`config.mk`:
```
export PLATFORM = sky130hd
export DESIGN_NAME = audRx
export DESIGN_NICKNAME = d
export VERILOG_FILES = /design/src/rtl/audRxPkg.sv /design/src/rtl/audRxSync.sv /design/src/rtl/audRxCtrl.sv /design/src/rtl/audRxData.sv /design/src/rtl/audRx.sv
export SDC_FILE = /design/constraint.sdc
export NUM_CORES = 1
export LEC_CHECK = 0
export ABC_AREA = 1
export BUFFER_PORTS_ARGS = -buffer_cell sky130_fd_sc_hd__buf_2
export CELL_PAD_IN_SITES_DETAIL_PLACEMENT = 1
export CELL_PAD_IN_SITES_GLOBAL_PLACEMENT = 1
export CORE_MARGIN = 3
export CORE_UTILIZATION = 43
export DETAILED_ROUTE_END_ITERATION = 10
export PLACE_DENSITY_LB_ADDON = 0.1
export SLEW_MARGIN = 20
export SYNTH_ARGS = -nofsm -noshare
export SYNTH_HDL_FRONTEND = slang
export SYNTH_HIERARCHICAL = 1
export SYNTH_SLANG_ARGS = --single-unit
```
`constraint.sdc`:
```
create_clock -name clk -period 4.5 [get_ports clk]
set_input_delay 0.675 -clock clk [delete_from_list [all_inputs] [get_ports clk]]
set_output_delay 0.675 -clock clk [all_outputs]
set_load 0.01 [all_outputs]
```
`src/rtl/audRxPkg.sv`:
```
package audRxPkg;
  localparam int SLOT_BITS = 32;
  localparam int SAMPLE_W  = 24;
  localparam int MAX_SLOTS = 16;
  localparam int POS_W     = $clog2(SLOT_BITS * MAX_SLOTS) + 1;
  localparam int SLOTIDX_W = $clog2(MAX_SLOTS);
  localparam int INSLOT_W  = $clog2(SLOT_BITS);
  localparam int BITPOS_W  = $clog2(SAMPLE_W);

  // strobes from control to datapath, valid in the cycle of a sampling edge
  typedef struct packed {
    logic                 tick;
    logic                 clear;
    logic                 capture;
    logic [BITPOS_W-1:0]  bitPos;
    logic                 bitVal;
    logic                 emit;
    logic [SLOTIDX_W-1:0] slot;
  } rxStrobeT;
endpackage

```
`src/rtl/audRxSync.sv`:
```
module audRxSync #(
  parameter int WIDTH  = 3,
  parameter int STAGES = 2
) (
  input  logic             clk,
  input  logic             rstN,
  input  logic [WIDTH-1:0] d,
  output logic [WIDTH-1:0] q
);
  for (genvar i = 0; i < WIDTH; i++) begin : gBit
    logic [STAGES-1:0] chain;
    always_ff @(posedge clk or negedge rstN) begin
      if (!rstN) chain <= '0;
      else       chain <= {chain[STAGES-2:0], d[i]};
    end
    assign q[i] = chain[STAGES-1];
  end
endmodule

```
`src/rtl/audRxCtrl.sv`:
```
module audRxCtrl
  import audRxPkg::*;
(
  input  logic       clk,
  input  logic       rstN,
  input  logic       bclkS,
  input  logic       lrS,
  input  logic       dataS,
  input  logic [1:0] cfgChanMode,
  input  logic       cfgBclkPol,
  input  logic       cfgLrPol,
  input  logic [2:0] cfgMsbDelay,
  input  logic [1:0] cfgWordLen,
  output rxStrobeT   strb,
  output logic       frameErr
);
  localparam int OFS_W = INSLOT_W + 1;

  logic bclkE, bclkPrev, tick;
  logic lrE, lrPrev, startNow;
  logic synced, syncNow;
  logic [POS_W-1:0] posCnt, posNext, frameLen;
  logic [OFS_W-1:0] delayBits, wordBits, inSlotW, offset;
  logic [INSLOT_W-1:0] inSlot;

  assign bclkE    = bclkS ^ cfgBclkPol;
  assign tick     = bclkE & ~bclkPrev;
  assign lrE      = lrS ^ ~cfgLrPol;
  assign startNow = tick & lrE & ~lrPrev;
  assign syncNow  = synced | startNow;
  assign frameLen = POS_W'(2 * SLOT_BITS) << cfgChanMode;

  always_comb begin
    case (cfgMsbDelay)
      3'd1:    delayBits = OFS_W'(0);
      3'd2:    delayBits = OFS_W'(8);
      3'd3:    delayBits = OFS_W'(12);
      3'd4:    delayBits = OFS_W'(16);
      default: delayBits = OFS_W'(1);
    endcase
    case (cfgWordLen)
      2'd1:    wordBits = OFS_W'(20);
      2'd2:    wordBits = OFS_W'(16);
      default: wordBits = OFS_W'(SAMPLE_W);
    endcase
  end

  always_comb begin
    if (startNow)     posNext = '0;
    else if (&posCnt) posNext = posCnt;
    else              posNext = posCnt + 1'b1;
  end

  assign inSlot  = posNext[INSLOT_W-1:0];
  assign inSlotW = {1'b0, inSlot};
  assign offset  = inSlotW - delayBits;

  always_comb begin
    strb.tick    = tick;
    strb.clear   = tick & (inSlot == '0);
    strb.capture = tick & syncNow & (inSlotW >= delayBits) & (offset < wordBits);
    strb.bitPos  = BITPOS_W'(SAMPLE_W - 1) - offset[BITPOS_W-1:0];
    strb.bitVal  = dataS;
    strb.emit    = tick & syncNow & (&inSlot) & (posNext < frameLen);
    strb.slot    = posNext[INSLOT_W +: SLOTIDX_W];
  end

  always_ff @(posedge clk or negedge rstN) begin
    if (!rstN) begin
      bclkPrev <= 1'b1;
      lrPrev   <= 1'b1;
      posCnt   <= '1;
      synced   <= 1'b0;
      frameErr <= 1'b0;
    end else begin
      bclkPrev <= bclkE;
      frameErr <= startNow & synced & (posCnt != frameLen - 1'b1);
      if (tick) begin
        lrPrev <= lrE;
        posCnt <= posNext;
      end
      if (startNow) synced <= 1'b1;
    end
  end
endmodule

```
`src/rtl/audRxData.sv`:
```
module audRxData
  import audRxPkg::*;
(
  input  logic                 clk,
  input  logic                 rstN,
  input  rxStrobeT             strb,
  output logic [SAMPLE_W-1:0]  sampleData,
  output logic                 sampleValid,
  output logic [SLOTIDX_W-1:0] sampleSlot
);
  logic [SAMPLE_W-1:0] word, wordNext;

  always_comb begin
    wordNext = strb.clear ? '0 : word;
    if (strb.capture) wordNext[strb.bitPos] = strb.bitVal;
  end

  always_ff @(posedge clk or negedge rstN) begin
    if (!rstN) begin
      word        <= '0;
      sampleData  <= '0;
      sampleValid <= 1'b0;
      sampleSlot  <= '0;
    end else begin
      sampleValid <= strb.emit;
      if (strb.tick) word <= wordNext;
      if (strb.emit) begin
        sampleData <= wordNext;
        sampleSlot <= strb.slot;
      end
    end
  end
endmodule

```
`src/rtl/audRx.sv`:
```
module audRx
  import audRxPkg::*;
(
  input  logic                 clk,
  input  logic                 rstN,
  input  logic                 bclkIn,
  input  logic                 lrclkIn,
  input  logic                 sdataIn,
  input  logic [1:0]           cfgChanMode,
  input  logic                 cfgBclkPol,
  input  logic                 cfgLrPol,
  input  logic [2:0]           cfgMsbDelay,
  input  logic [1:0]           cfgWordLen,
  output logic [SAMPLE_W-1:0]  sampleData,
  output logic                 sampleValid,
  output logic [SLOTIDX_W-1:0] sampleSlot,
  output logic                 frameErr
);
  logic [2:0] syncQ;
  rxStrobeT   strb;

  audRxSync #(.WIDTH(3), .STAGES(2)) uSync (
    .clk(clk), .rstN(rstN), .d({bclkIn, lrclkIn, sdataIn}), .q(syncQ)
  );

  audRxCtrl uCtrl (
    .clk(clk), .rstN(rstN),
    .bclkS(syncQ[2]), .lrS(syncQ[1]), .dataS(syncQ[0]),
    .cfgChanMode(cfgChanMode), .cfgBclkPol(cfgBclkPol), .cfgLrPol(cfgLrPol),
    .cfgMsbDelay(cfgMsbDelay), .cfgWordLen(cfgWordLen),
    .strb(strb), .frameErr(frameErr)
  );

  audRxData uData (
    .clk(clk), .rstN(rstN), .strb(strb),
    .sampleData(sampleData), .sampleValid(sampleValid), .sampleSlot(sampleSlot)
  );
endmodule

```
# Yosys cells after proc, flatten, opt, wreduce, memory -nomap -nowiden
# Index checks and enable logic that the tools add are counted.
[totals]
output_inout_bits = 30
reg_bits = 73
elab_cells = 59
inputBits = 14
[op_classes]
muxes = 9
n_lt_le_gt_ge = 5
add_sub_neg = 4
bitwise = 17
n_reduce_logical = 4
eq_ne = 7
shifts = 1
[ops]
columns = ["cell", "n"]
rows = [
  ["$mux W24", 2],
  ["$bwmux W24", 1],
  ["$mux W10", 2],
  ["$pmux W5 S4", 1],
  ["$and A1 B1 Y1", 11],
  ["$add A10 B1 Y10 const B", 1],
  ["$lt A10 B10 Y1", 1],
  ["$ne A10 B10 Y1", 1],
  ["$reduce_and A10 Y1", 1],
  ["$shl A7 B2 Y10 const A", 1],
  ["$sub A10 B1 Y10 const B", 1],
  ["$pmux W4 S2", 1],
  ["$eq A3 B2 Y1 const B", 2],
  ["$lt A5 B6 Y1 const B", 1],
  ["$lt A6 B5 Y1", 1],
  ["$sub A5 B5 Y6", 1],
  ["$demux W1 S5", 1],
  ["$ge A5 B1 Y1 const B", 1],
  ["$ge A5 B5 Y1", 1],
  ["$logic_not A5 Y1", 1],
  ["$reduce_and A5 Y1", 1],
  ["$sub A5 B5 Y5 const A", 1],
  ["$eq A3 B1 Y1 const B", 1],
  ["$eq A3 B3 Y1 const B", 1],
  ["other kinds (7)", 10],
]

# Logic depth before layout (Yosys ltp)
# Gate-level depths: netlist of the first run.
[logic_depth]
ltp_word = 13
mapped_depth = 26
depth_no_buf = 24

# Modules after synthesis
# The synthesis of the first run kept the hierarchy.
[modules_own_cells]
columns = ["mod", "area_each_um2", "seq_area_each_um2", "cells_each", "instances"]
rows = [
  ["audRxData", 2544.9, 1326.3, 345, 1],
  ["audRxCtrl", 1445.1, 365.4, 202, 1],
  ["audRxSync", 172.7, 150.1, 9, 1],
]

# Worst setup path before layout of the first run
# Ideal clock, no wire load.
[synth_path]
path_type = "register -> register"
startpoint = "reg uCtrl.posCnt[0]"
endpoint = "reg uData.sampleData[11]"
setup_time_ps = 65
path_slack_ps = 1215
t_required_ps = 4435
period_less_slack_ps = 3285
arrival_time_ps = 3220
stages_incl_launch_ff = 21
n_path_buf = 2
path_cell_list = "dfstp_2 ha_1 nand2_2 nor2_4 nand3_4 nand2_1 inv_1 nand3_1 nor3_1 nor3_2 ha_1 o21a_1 o21a_1 o21a_1 nor3_1 nand3_1 nor2_1 buf_2 buf_1 nand3_1 nand2_1"
[synth_lines]
columns = ["element", "line", "text"]
rows = [
  ["from (decl)", "audRxCtrl.sv:22", "logic [POS_W-1:0] posCnt, posNext, frameLen;"],
  ["from (signal assigned)", "audRxCtrl.sv:80", "posCnt <= posNext;"],
  ["to (signal assigned)", "audRxData.sv:28", "sampleData <= wordNext;"],
  ["to (decl)", "audRxData.sv:7", "output logic [SAMPLE_W-1:0] sampleData,"],
]

==> results of run 1 <==
[worst max-delay path, delay by kind of cell, from the launching register on]
family | cells | cell delay, ps
flops | 1 | 580
compound gates | 1 | 390
fa+ha+maj | 3 | 800
buf+inv | 1 | 120
simple gates | 17 | 1920
[layer usage]
layer | vias to the layer above | global-route usage | share of wire
met5 | - | 0 | 0
met4 | 0 | 0.0826 | 0.018
met3 | 15 | 0.0348 | 0.035
met2 | 73 | 0.375 | 0.48
met1 | 1856 | 0.303 | 0.47
li1 | 1840 | - | -
[where the power goes]
group          total [uW]  internal, uW  switching (uW)
Clock                 600           318             282
Combinational        1010           308             705
Sequential            833           766            66.8
[placed cells by master, fill, tap and decap left out, types with 3 or more instances in the layout]
cell	instances
buf_2	42
nor2_1	18
nand2_2	3
dfrtp_1	61
nand3_2	3
nand2_1	218
o21a_1	4
buf_4	5
inv_2	4
nor3_1	7
nor2_2	5
clkbuf_8	9
or2_2	3
ha_1	11
o21ai_0	24
dfstp_2	12
nand4_1	3
nand3_1	88
inv_1	40
[cells by family after synthesis]
| kind of cell | count (synthesis) |
|---|---|
| buffers and inverters | 70 |
| and+or+nand+nor | 360 |
| xor gates and xnor gates | 5 |
| DFF | 73 |
| adders and majority gates | 11 |
| AOI/OAI and AO/OA | 37 |
[worst max path at each step]
stage / from / endpoint / slack [ps] / depth (start not counted)
final: uCtrl/posCnt[1]$_DFFE_PN1P_ / uData/sampleData[17]$_DFFE_PN0P_ / 640 / 22
after global routing: uCtrl/posCnt[0]$_DFFE_PN1P_ / uData/sampleData[17]$_DFFE_PN0P_ / 260 / 21
after CTS: uCtrl/posCnt[1]$_DFFE_PN1P_ / uData/sampleData[16]$_DFFE_PN0P_ / 650 / 23
after detailed placement: cfgBclkPol / uData/sampleData[16]$_DFFE_PN0P_ / 560 / 24
after global placement: cfgBclkPol / uData/sampleData[4]$_DFFE_PN0P_ / 790 / 24
after floorplan: uCtrl/posCnt[0]$_DFFE_PN1P_ / uData/sampleData[11]$_DFFE_PN0P_ / 1220 / 20
[metrics by stage]
stage                     hold slack (ps)  total power [uW]  setup slack [ps]  std cells  cell area (um2)
after global routing                  369              2650               264        722             4670
final                                 354              2450               636        722             4670
after global placement                332              1810               788        706             4440
after detailed placement              336              1850               563        706             4440
after floorplan                       331              1590              1220        556             4160
after CTS                             357              2470               653        722             4670
[registers in the layout, indices dropped and copies added, names as in the netlist]
name / count
uCtrl/lrPrev: 1
uData/word: 24
uData/sampleData: 24
uCtrl/posCnt: 10
uData/sampleSlot: 4
uCtrl/frameErr: 1
uCtrl/bclkPrev: 1
uCtrl/synced: 1
uSync/gBit.chain: 6
uData/sampleValid: 1
[layout make-up]
type / count / area share
multi-input cells: 413 / 0.434
clock inverters: 7 / 0.0217
well taps: 129 / 0.0346
flip-flops and latches: 73 / 0.395
clock buffers: 9 / 0.0265
inverters: 44 / 0.0354
repair buffers: 47 / 0.0531
==> reports/metrics.yaml, run 1 <==
floorplan:
  dieArea_um2: 10900
  initial_utilization: 0.446
  dieHeight_um: 104
  die_x_um: 104
  rows: 35
  core_area_um2: 9330
  io-pin-count: 44
global_route:
  grt_pass1_wl_mm: 20.1
  antenna_found_initial: 0
  grt_overflow: 0
  grt_usage: 0.228
  grt_pass1_vias: 4055
  grt_max_degree: 74
drt:
  routedWlPerCell_um: 15.8
  firstDrtPassIters: 4
  routed_wl_mm: 11.4
  drcViolationCount: 0
  dr_total_vias: 3784
  first_iter_violations: 172
  viasPerCell: 5.24
  ant_nets: 0
worst_hold_path:
  whs_path_depth: 0
  min_to: "uSync/gBit[2].chain[1]$_DFF_PN0_"
  hold_path.class: "register to register"
  hold_start: "uSync/gBit[2].chain[0]$_DFF_PN0_"
yosys:
  synthMuxAreaShare: 0
  synthXorXnorAreaFrac: 0.0123
  synth.most_common_cell: "nand2_1"
  synth.top_cell.area_share: 0.367
  synth_ff_type: "dfrtp_1"
  synth-seq-area-share: 0.442
  ys_warn_count: 6
  synth_top_cell_by_area: "dfrtp_1"
  syn-mean-instance-area_um2: 7.49
  synth_compound_area_frac: 0.0502
  synth-adder-area-share: 0.0331
  async_flop_share: 1.00
  synth_common_cells: "nand2_1 (218), nand3_1 (88), dfrtp_1 (61), inv_1 (40), o21ai_0 (24)"
  netlist_instances: 556
  synth_simple_gate_area_frac: 0.390
  synth_top_family_by_area: "simple AND/OR/NAND/NOR gates"
  syn_nets: 581
  ys_ff_latch: 73
  synth.distinct_cells: 39
  synth-edff-count: 0
  ys_top_cells_by_area: "dfrtp_1 (37%), nand2_1 (20%), nand3_1 (11%), dfstp_2 (7.6%), inv_1 (3.6%)"
  syn-cell-area_um2: 4160
timing:
  timing.final.crit_share: 0.859
  hold_viol_final: 0
  fin_worst_skew_ps: 10.8
  max_slew_margin: 0.379
  final_max_slew_viol_count: 0
  fmax_mhz: 259
  tightest_slew_ps: 931
  finalSetupViolCount: 0
  rsz0062_at_grt: "false"
  tns_ps: 0
  min_period_ps: 3860
setup_path:
  path_cells: "ha_1, nand2_2, nor2_4, nand3_4, nor2_1, nor2_1, nand2_1, ha_1, nand2_1, nand2_1, nand3_1, and2_4, ha_1, nand2_1, nand2_1, nand2_1, nand2_1, inv_1, nand3_1, o21ai_0, nand3_1, nand2_1"
  cpMostUsedCell: "nand2_1"
  rrSetupSlack_ps: 640
  r2r_end: "uData/sampleData[17]$_DFFE_PN0P_"
  reg2reg_from: "uCtrl/posCnt[1]$_DFFE_PN1P_"
  crit_arrival_ps: 4160
  rr_worst_depth: 22
  worstSetupPathType: "register to register"
  cp_max_fo: 9
  slowest_delay_ps: 580
  critical_path_required_ps: 4800
  crit_slowest_cell: "dfstp_2"
  start_kind: "register"
  crit_path_end_kind: "register"
clock_tree:
  postCtsHoldBufs: 0
  clkSlewWorstSetupHoldPaths_ps: 80
  clockBufferDepth: 2
  cts_buffers: 9
  clock_latency_ps: 360
  root_buffer: "clkbuf_8"
  postCtsSetupRepairBufs: 0
  cts_tree: "yes"
  ctsResizeCount: 0
  cts_num_sinks: 73
  h-tree-depth: 3
place:
  portBuffers: 43
  place_hpwl_mm: 7.75
  place.gp.congestion: 0.798
layout:
  utilization: 0.500
  antennaDiodeCount: 0
  fill_cells: 1201
  areaGrowthSynthToFinish_pct: 12.1
  regArea_um2: 1840
  drive_above_1_share: 0.179
  multi_input_area_um2: 2030
  nets: 613
power:
  powerDensity_nw_per_um2: 524
  p_leak_uw: 0.00250
  ir_worst_vdd_v: 0.000244
flow_run:
  max_cap_violations: 0
run_status:
  status: "completed"
Power figures use the tool's default switching activity.
==> run 2: changes to the inputs <==
REMOVE_ABC_BUFFERS = 1   (was default)
==> run 2 against run 1 <==
Critical path depth unchanged. Power fell by 0.70%. Utilization grew 0.054 points. Global-route usage shrank 0.79 points. Die area did not move. Flip-flop and latch count is the same. Combinational power barely moved. First-iteration DRC count grew 4.7%. Fmax rose by 1.3%. Worst hold slack improved by 6.3 ps. Register-to-register slack improved by 50 ps. Critical endpoint is now uData/sampleData[4]$_DFFE_PN0P_. Largest power group unchanged.
==> reports/metrics.yaml, run 2 (synthesized netlist as in run 1, its figures left out) <==
drt:
  viasPerCell: 5.22  # -0.32%
  ant_nets: 0  # unchanged
  drcViolationCount: 0  # unchanged
  first_iter_violations: 180  # +4.7%
  firstDrtPassIters: 4  # unchanged
  dr_total_vias: 3772  # -0.32%
  routedWlPerCell_um: 15.7  # -0.67%
  routed_wl_mm: 11.3  # -0.67%
power:
  powerDensity_nw_per_um2: 520  # -0.81%
  power_uw: 2430  # -0.70%
  p_leak_uw: 0.00250  # about the same
  ir_worst_vdd_v: 0.000264  # +8.3%
layout:
  utilization: 0.501  # +0.000537
  antennaDiodeCount: 0  # unchanged
  most-common-layout-cells: "nand2_1 (218), nand3_1 (88), dfrtp_1 (61)"
  areaGrowthSynthToFinish_pct: 12.2
  final_common_cell: "nand2_1"
  instances_no_fill: 722  # unchanged
  top_regs: "uData/sampleData: 24 flops, uData/word: 24 flops, uCtrl/posCnt: 10 flops"
  drive_above_1_share: 0.177  # -0.00169
  nets: 613  # unchanged
timing:
  hold_ws_ps: 360  # +6.28 ps
  hold_viol_final: 0  # unchanged
  min_period_ps: 3810  # -50.4 ps
  tns_ps: 0  # unchanged
  fmax_mhz: 262  # +1.3%
  tightest_slew_ps: 935  # +3.74 ps
  timing.final.crit_share: 0.848  # -0.0112
  max_slew_margin: 0.377  # -0.00249
  final_max_slew_viol_count: 0  # unchanged
  fin_worst_skew_ps: 16.4  # +5.64 ps
  finalSetupViolCount: 0  # unchanged
  rsz0062_at_grt: "false"
global_route:
  grt_pass1_vias: 4037  # -0.44%
  grt_pass1_wl_mm: 19.6  # -2.3%
  grt_usage: 0.220  # -0.00789
  antenna_found_initial: 0  # unchanged
  grt_overflow: 0  # unchanged
  grt_max_degree: 74  # unchanged
setup_path:
  start_kind: "register"
  worstSetupPathType: "register to register"
  rr_worst_depth: 22  # unchanged
  critical_path_required_ps: 4740  # -60 ps
  rrSetupSlack_ps: 690  # +50 ps
  cp_max_fo: 10  # +1
  critPathLaunch: "uCtrl/posCnt[1]$_DFFE_PN1P_"
  crit_arrival_ps: 4050  # -110 ps
  r2r_end: "uData/sampleData[4]$_DFFE_PN0P_"
  reg2reg_from: "uCtrl/posCnt[1]$_DFFE_PN1P_"
  crit_path_end_kind: "register"
worst_hold_path:
  min_to: "uSync/gBit[2].chain[1]$_DFF_PN0_"
  hold_path.class: "register to register"
  whs_path_depth: 0  # unchanged
  hold_start: "uSync/gBit[2].chain[0]$_DFF_PN0_"
floorplan:
  rows: 35  # unchanged
  dieArea_um2: 10900  # unchanged
  die_x_um: 104  # unchanged
  core_area_um2: 9330  # unchanged
  io-pin-count: 44  # unchanged
  dieHeight_um: 104  # unchanged
  initial_utilization: 0.446  # unchanged
run_status:
  status: "completed"
place:
  place_hpwl_mm: 8.01  # +3.5%
  placed_cells: 706  # unchanged
  portBuffers: 43  # unchanged
  place.gp.congestion: 0.863  # +8.0%
clock_tree:
  clockBufferDepth: 2  # unchanged
  cts_buffers: 9  # unchanged
  root_buffer: "clkbuf_8"
  clkSlewWorstSetupHoldPaths_ps: 80  # about the same
  ctsResizeCount: 0  # unchanged
  cts_num_sinks: 73  # unchanged
  postCtsHoldBufs: 0  # unchanged
  h-tree-depth: 3  # unchanged
  clock_latency_ps: 350  # about the same
  cts_tree: "yes"
  postCtsSetupRepairBufs: 0  # unchanged
flow_run:
  max_cap_violations: 0  # unchanged
==> run 2: changes by cell type in the layout (fill, tap and decap cells not counted) <==
cell,previous run,this run
buf_12,0,1
buf_4,5,4
clkbuf_1,0,1
clkinv_4,1,0
inv_6,1,2
inv_8,1,0
==> run 2: layer usage <==
layer	share of wire	global-route usage
met5	0	0
met4	0.0041	0.0484
met3	0.036	0.0428
met2	0.50	0.382
met1	0.46	0.283
==> run 2: how the worst max path moves through the flow <==
stage | to | depth (start not counted)
global route | uData/word[4]$_DFFE_PN0P_ | 22
detailed placement | uData/sampleData[4]$_DFFE_PN0P_ | 22
CTS | uData/sampleData[4]$_DFFE_PN0P_ | 22
global placement | uData/sampleData[4]$_DFFE_PN0P_ | 22
floorplan | uData/sampleData[10]$_DFFE_PN0P_ | 10
finish | uData/sampleData[4]$_DFFE_PN0P_ | 22
==> run 2: power breakdown <==
group          leakage, uW  internal [uW]  switching (uW)
Clock             0.000107            316             256
Combinational      0.00144            308             715
Sequential        0.000957            766            67.9
==> run 2: per-stage QoR <==
stage	setup WS, ps	area, um2
2_1_floorplan	277	4030
3_3_place_gp	782	4450
3_5_place_dp	662	4450
4_1_cts	660	4670
5_1_grt	347	4670
6_report	686	4670
==> run 2: worst max-delay path, stage by stage (launching register included) <==
cell,delay (ps)
dfstp_2,580
ha_1,230
nand2_2,100
nor2_4,150
nand3_4,140
nand3_1,100
nand2_1,90
inv_1,100
ha_1,300
inv_1,130
nand3_1,90
and2_4,170
ha_1,280
nand2_1,70
nand2_1,50
nand2_1,60
nand2_1,50
inv_1,120
nand2_1,100
nor2_2,370
nand3_1,210
nand3_1,150
nand2_1,50
==> run 2: cell type report <==
type                            instances  area (um2)
Sequential cell                        73        1840
Clock inverter                          6        90.1
Multi-Input combinational cell        413        2030
Inverter                               44         165
Clock buffer                           10         128
Fill cell                            1223        4660
Timing Repair Buffer                   47         260
Tap cell                              129         161
==> run 3: changes to the inputs <==
CORE_UTILIZATION = 39   (was 43)
clock period = 3.45 ns   (was 4.5 ns; I/O delays follow)
==> run 3 against run 2 <==
Via count is 4.8% higher. Routed wire length is 12% higher. Die area is 9.7% higher. First-iteration DRC count is 28% lower. Cell count is 5.4% higher. Power is 40% higher. Clock-buffer cell count is 3 higher. Critical path type unchanged.
==> reports/metrics.yaml, run 3 (synthesized netlist as in run 1, its figures left out) <==
run_status:
  status: "completed"
timing:
  fmax_mhz: 300  # +14%
  final_max_slew_viol_count: 0  # unchanged
  timing.final.ws_setup_ps: 114  # -572 ps
  timing.final.crit_share: 0.967  # +0.119
  fin_worst_skew_ps: 13.9  # -2.52 ps
  hold_ws_ps: 261  # -99.8 ps
  max_slew_margin: 0.365  # -0.0116
  hold_viol_final: 0  # unchanged
  rsz0062_at_grt: "true"
  finalSetupViolCount: 0  # unchanged
  tightest_slew_ps: 952  # +17.4 ps
  min_period_ps: 3340  # -478 ps
clock_tree:
  clock_latency_ps: 370  # +20 ps
  cts_tree: "yes"
  root_buffer: "clkbuf_8"
  cts_num_sinks: 73  # unchanged
  clkSlewWorstSetupHoldPaths_ps: 90  # about the same
  cts_buffers: 9  # unchanged
  h-tree-depth: 3  # unchanged
  clockBufferDepth: 2  # unchanged
setup_path:
  slowest_delay_ps: 580  # about the same
  worstSetupPathType: "register to register"
  r2r_end: "uData/word[19]$_DFFE_PN0P_"
  crit_slowest_cell: "dfstp_2"
  reg2reg_from: "uCtrl/posCnt[1]$_DFFE_PN1P_"
  critical_path_required_ps: 3710  # -1030 ps
  crit_path_end_kind: "register"
  crit_arrival_ps: 3600  # -450 ps
  rr_worst_depth: 18  # -18%
  rrSetupSlack_ps: 110  # -570 ps
  path_cells: "ha_4, nand2_4, nor2_4, nand3_4, buf_4, nand2_1, nand3_2, ha_1, inv_1, nand4_2, nand3_1, nand2_2, xnor2_2, nand2_1, nor2_2, nand3_1, nand3_1, nand2_1"
  start_kind: "register"
  cp_max_fo: 6  # -4
global_route:
  grt_usage: 0.220  # +0.000513
  grt_overflow: 0  # unchanged
  grt_pass1_vias: 4031  # -0.15%
  grt_max_degree: 74  # unchanged
  grt_pass1_wl_mm: 20.4  # +4.0%
  antenna_found_initial: 0  # unchanged
drt:
  drcViolationCount: 0  # unchanged
  viasPerCell: 5.20  # -0.55%
  routedWlPerCell_um: 16.7  # +6.2%
  first_iter_violations: 129  # -28%
  ant_nets: 0  # unchanged
  routed_wl_mm: 12.7  # +12%
  dr_total_vias: 3954  # +4.8%
  firstDrtPassIters: 4  # unchanged
floorplan:
  die_x_um: 109  # +4.7%
  io-pin-count: 44  # unchanged
  core_area_um2: 10400  # +11%
  rows: 37  # +5.7%
  dieHeight_um: 109  # +4.7%
  initial_utilization: 0.401  # -0.0449
  dieArea_um2: 11900  # +9.7%
place:
  postPlaceCellArea_um2: 4640  # +4.1%
  place_hpwl_mm: 8.39  # +4.6%
  place_ws_ps: -111  # -772 ps
  portBuffers: 43  # unchanged
  place.gp.congestion: 0.877  # +1.7%
  placed_cells: 733  # +3.8%
layout:
  antennaDiodeCount: 0  # unchanged
  design_area_um2: 5130  # +9.8%
  drive_above_1_share: 0.278  # +0.101
  instances_no_fill: 761  # +5.4%
  top_regs: "uData/sampleData: 24 flops, uData/word: 24 flops, uCtrl/posCnt: 10 flops"
  areaGrowthSynthToFinish_pct: 23.3
  most-common-layout-cells: "nand2_1 (211), nand3_1 (72), dfrtp_1 (61)"
  nets: 645  # +5.2%
  final_common_cell: "nand2_1"
worst_hold_path:
  whs_path_depth: 1  # +1
  min_to: "uSync/gBit[1].chain[0]$_DFF_PN0_"
  hold_path.class: "input pin to register"
  hold_start: "lrclkIn"
power:
  powerDensity_nw_per_um2: 660  # +27%
  ir_worst_vdd_v: 0.000274  # +3.9%
  p_leak_uw: 0.00267  # +6.6%
flow_run:
  max_cap_violations: 0  # unchanged
run 3: cell count changes in the layout (fill, tap and decap cells not counted), sizes merged:
cell / change
buf: +32
bufinv: -2
inv: -2
clkbuf: +3
clkinvlp: +1
run 3: worst max-delay path: cells and delay by family (launching register included):
| kind | cells | cell delay, ps |
|---|---|---|
| buf+inv | 2 | 300 |
| simple gates | 13 | 1650 |
| xor+xnor | 1 | 280 |
| fa+ha+maj | 2 | 440 |
| flops | 1 | 580 |
run 3: routing by layer:
| metal | track usage | routed length [um] | vias to the layer above |
|---|---|---|---|
| li1 | - | - | 1910 |
| met1 | 0.287 | 5760 | 1957 |
| met2 | 0.369 | 6250 | 66 |
| met3 | 0.0294 | 388 | 21 |
| met4 | 0.0926 | 274 | 0 |
| met5 | 0 | 0 | - |
run 3: how the worst max path moves through the flow:
stage	start	to	slack [ps]	cells past startpoint
after detailed placement	uCtrl/posCnt[0]$_DFFE_PN1P_	uData/sampleData[21]$_DFFE_PN0P_	-110	21
final	uCtrl/posCnt[1]$_DFFE_PN1P_	uData/word[19]$_DFFE_PN0P_	110	18
after global routing	uCtrl/posCnt[1]$_DFFE_PN1P_	uData/word[19]$_DFFE_PN0P_	-90	18
after global placement	uCtrl/posCnt[0]$_DFFE_PN1P_	uData/sampleData[5]$_DFFE_PN0P_	90	22
after CTS	uCtrl/posCnt[0]$_DFFE_PN1P_	uData/word[11]$_DFFE_PN0P_	-10	22
after floorplan	uCtrl/posCnt[0]$_DFFE_PN1P_	uData/sampleData[10]$_DFFE_PN0P_	-630	19
run 3: final cells by class:
type,count,area (um2)
inverters,44,168
flip-flops and latches,73,1840
clock buffers,13,169
well taps,136,170
fillers,1312,5240
repair buffers,79,537
multi-input cells,413,2220
clock inverters,3,23.8
run 3: repair_timing:
item / CTS / global route
buffers inserted: 0 / 11
endpoints found under the setup margin: 32 / 53
cloned: 1 / 0
gates resized for setup: 7 / 52
hold buffers: 0 / 0
pin swaps: 0 / 25
run 3: through the flow:
stage,utilization,power (uW),setup TNS (ps)
final,0.495,3390,0
after floorplan,-,2050,-17790
after CTS,0.468,3180,-12.9
after detailed placement,0.447,2480,-1250
after global placement,0.447,2430,0
after global routing,0.495,3640,-2350
run 3: report_power, final:
| group | switching [uW] | total (uW) | internal, uW |
|---|---|---|---|
| clock network | 352 | 674 | 322 |
| registers | 88.3 | 1090 | 1000 |
| logic | 1070 | 1630 | 554 |
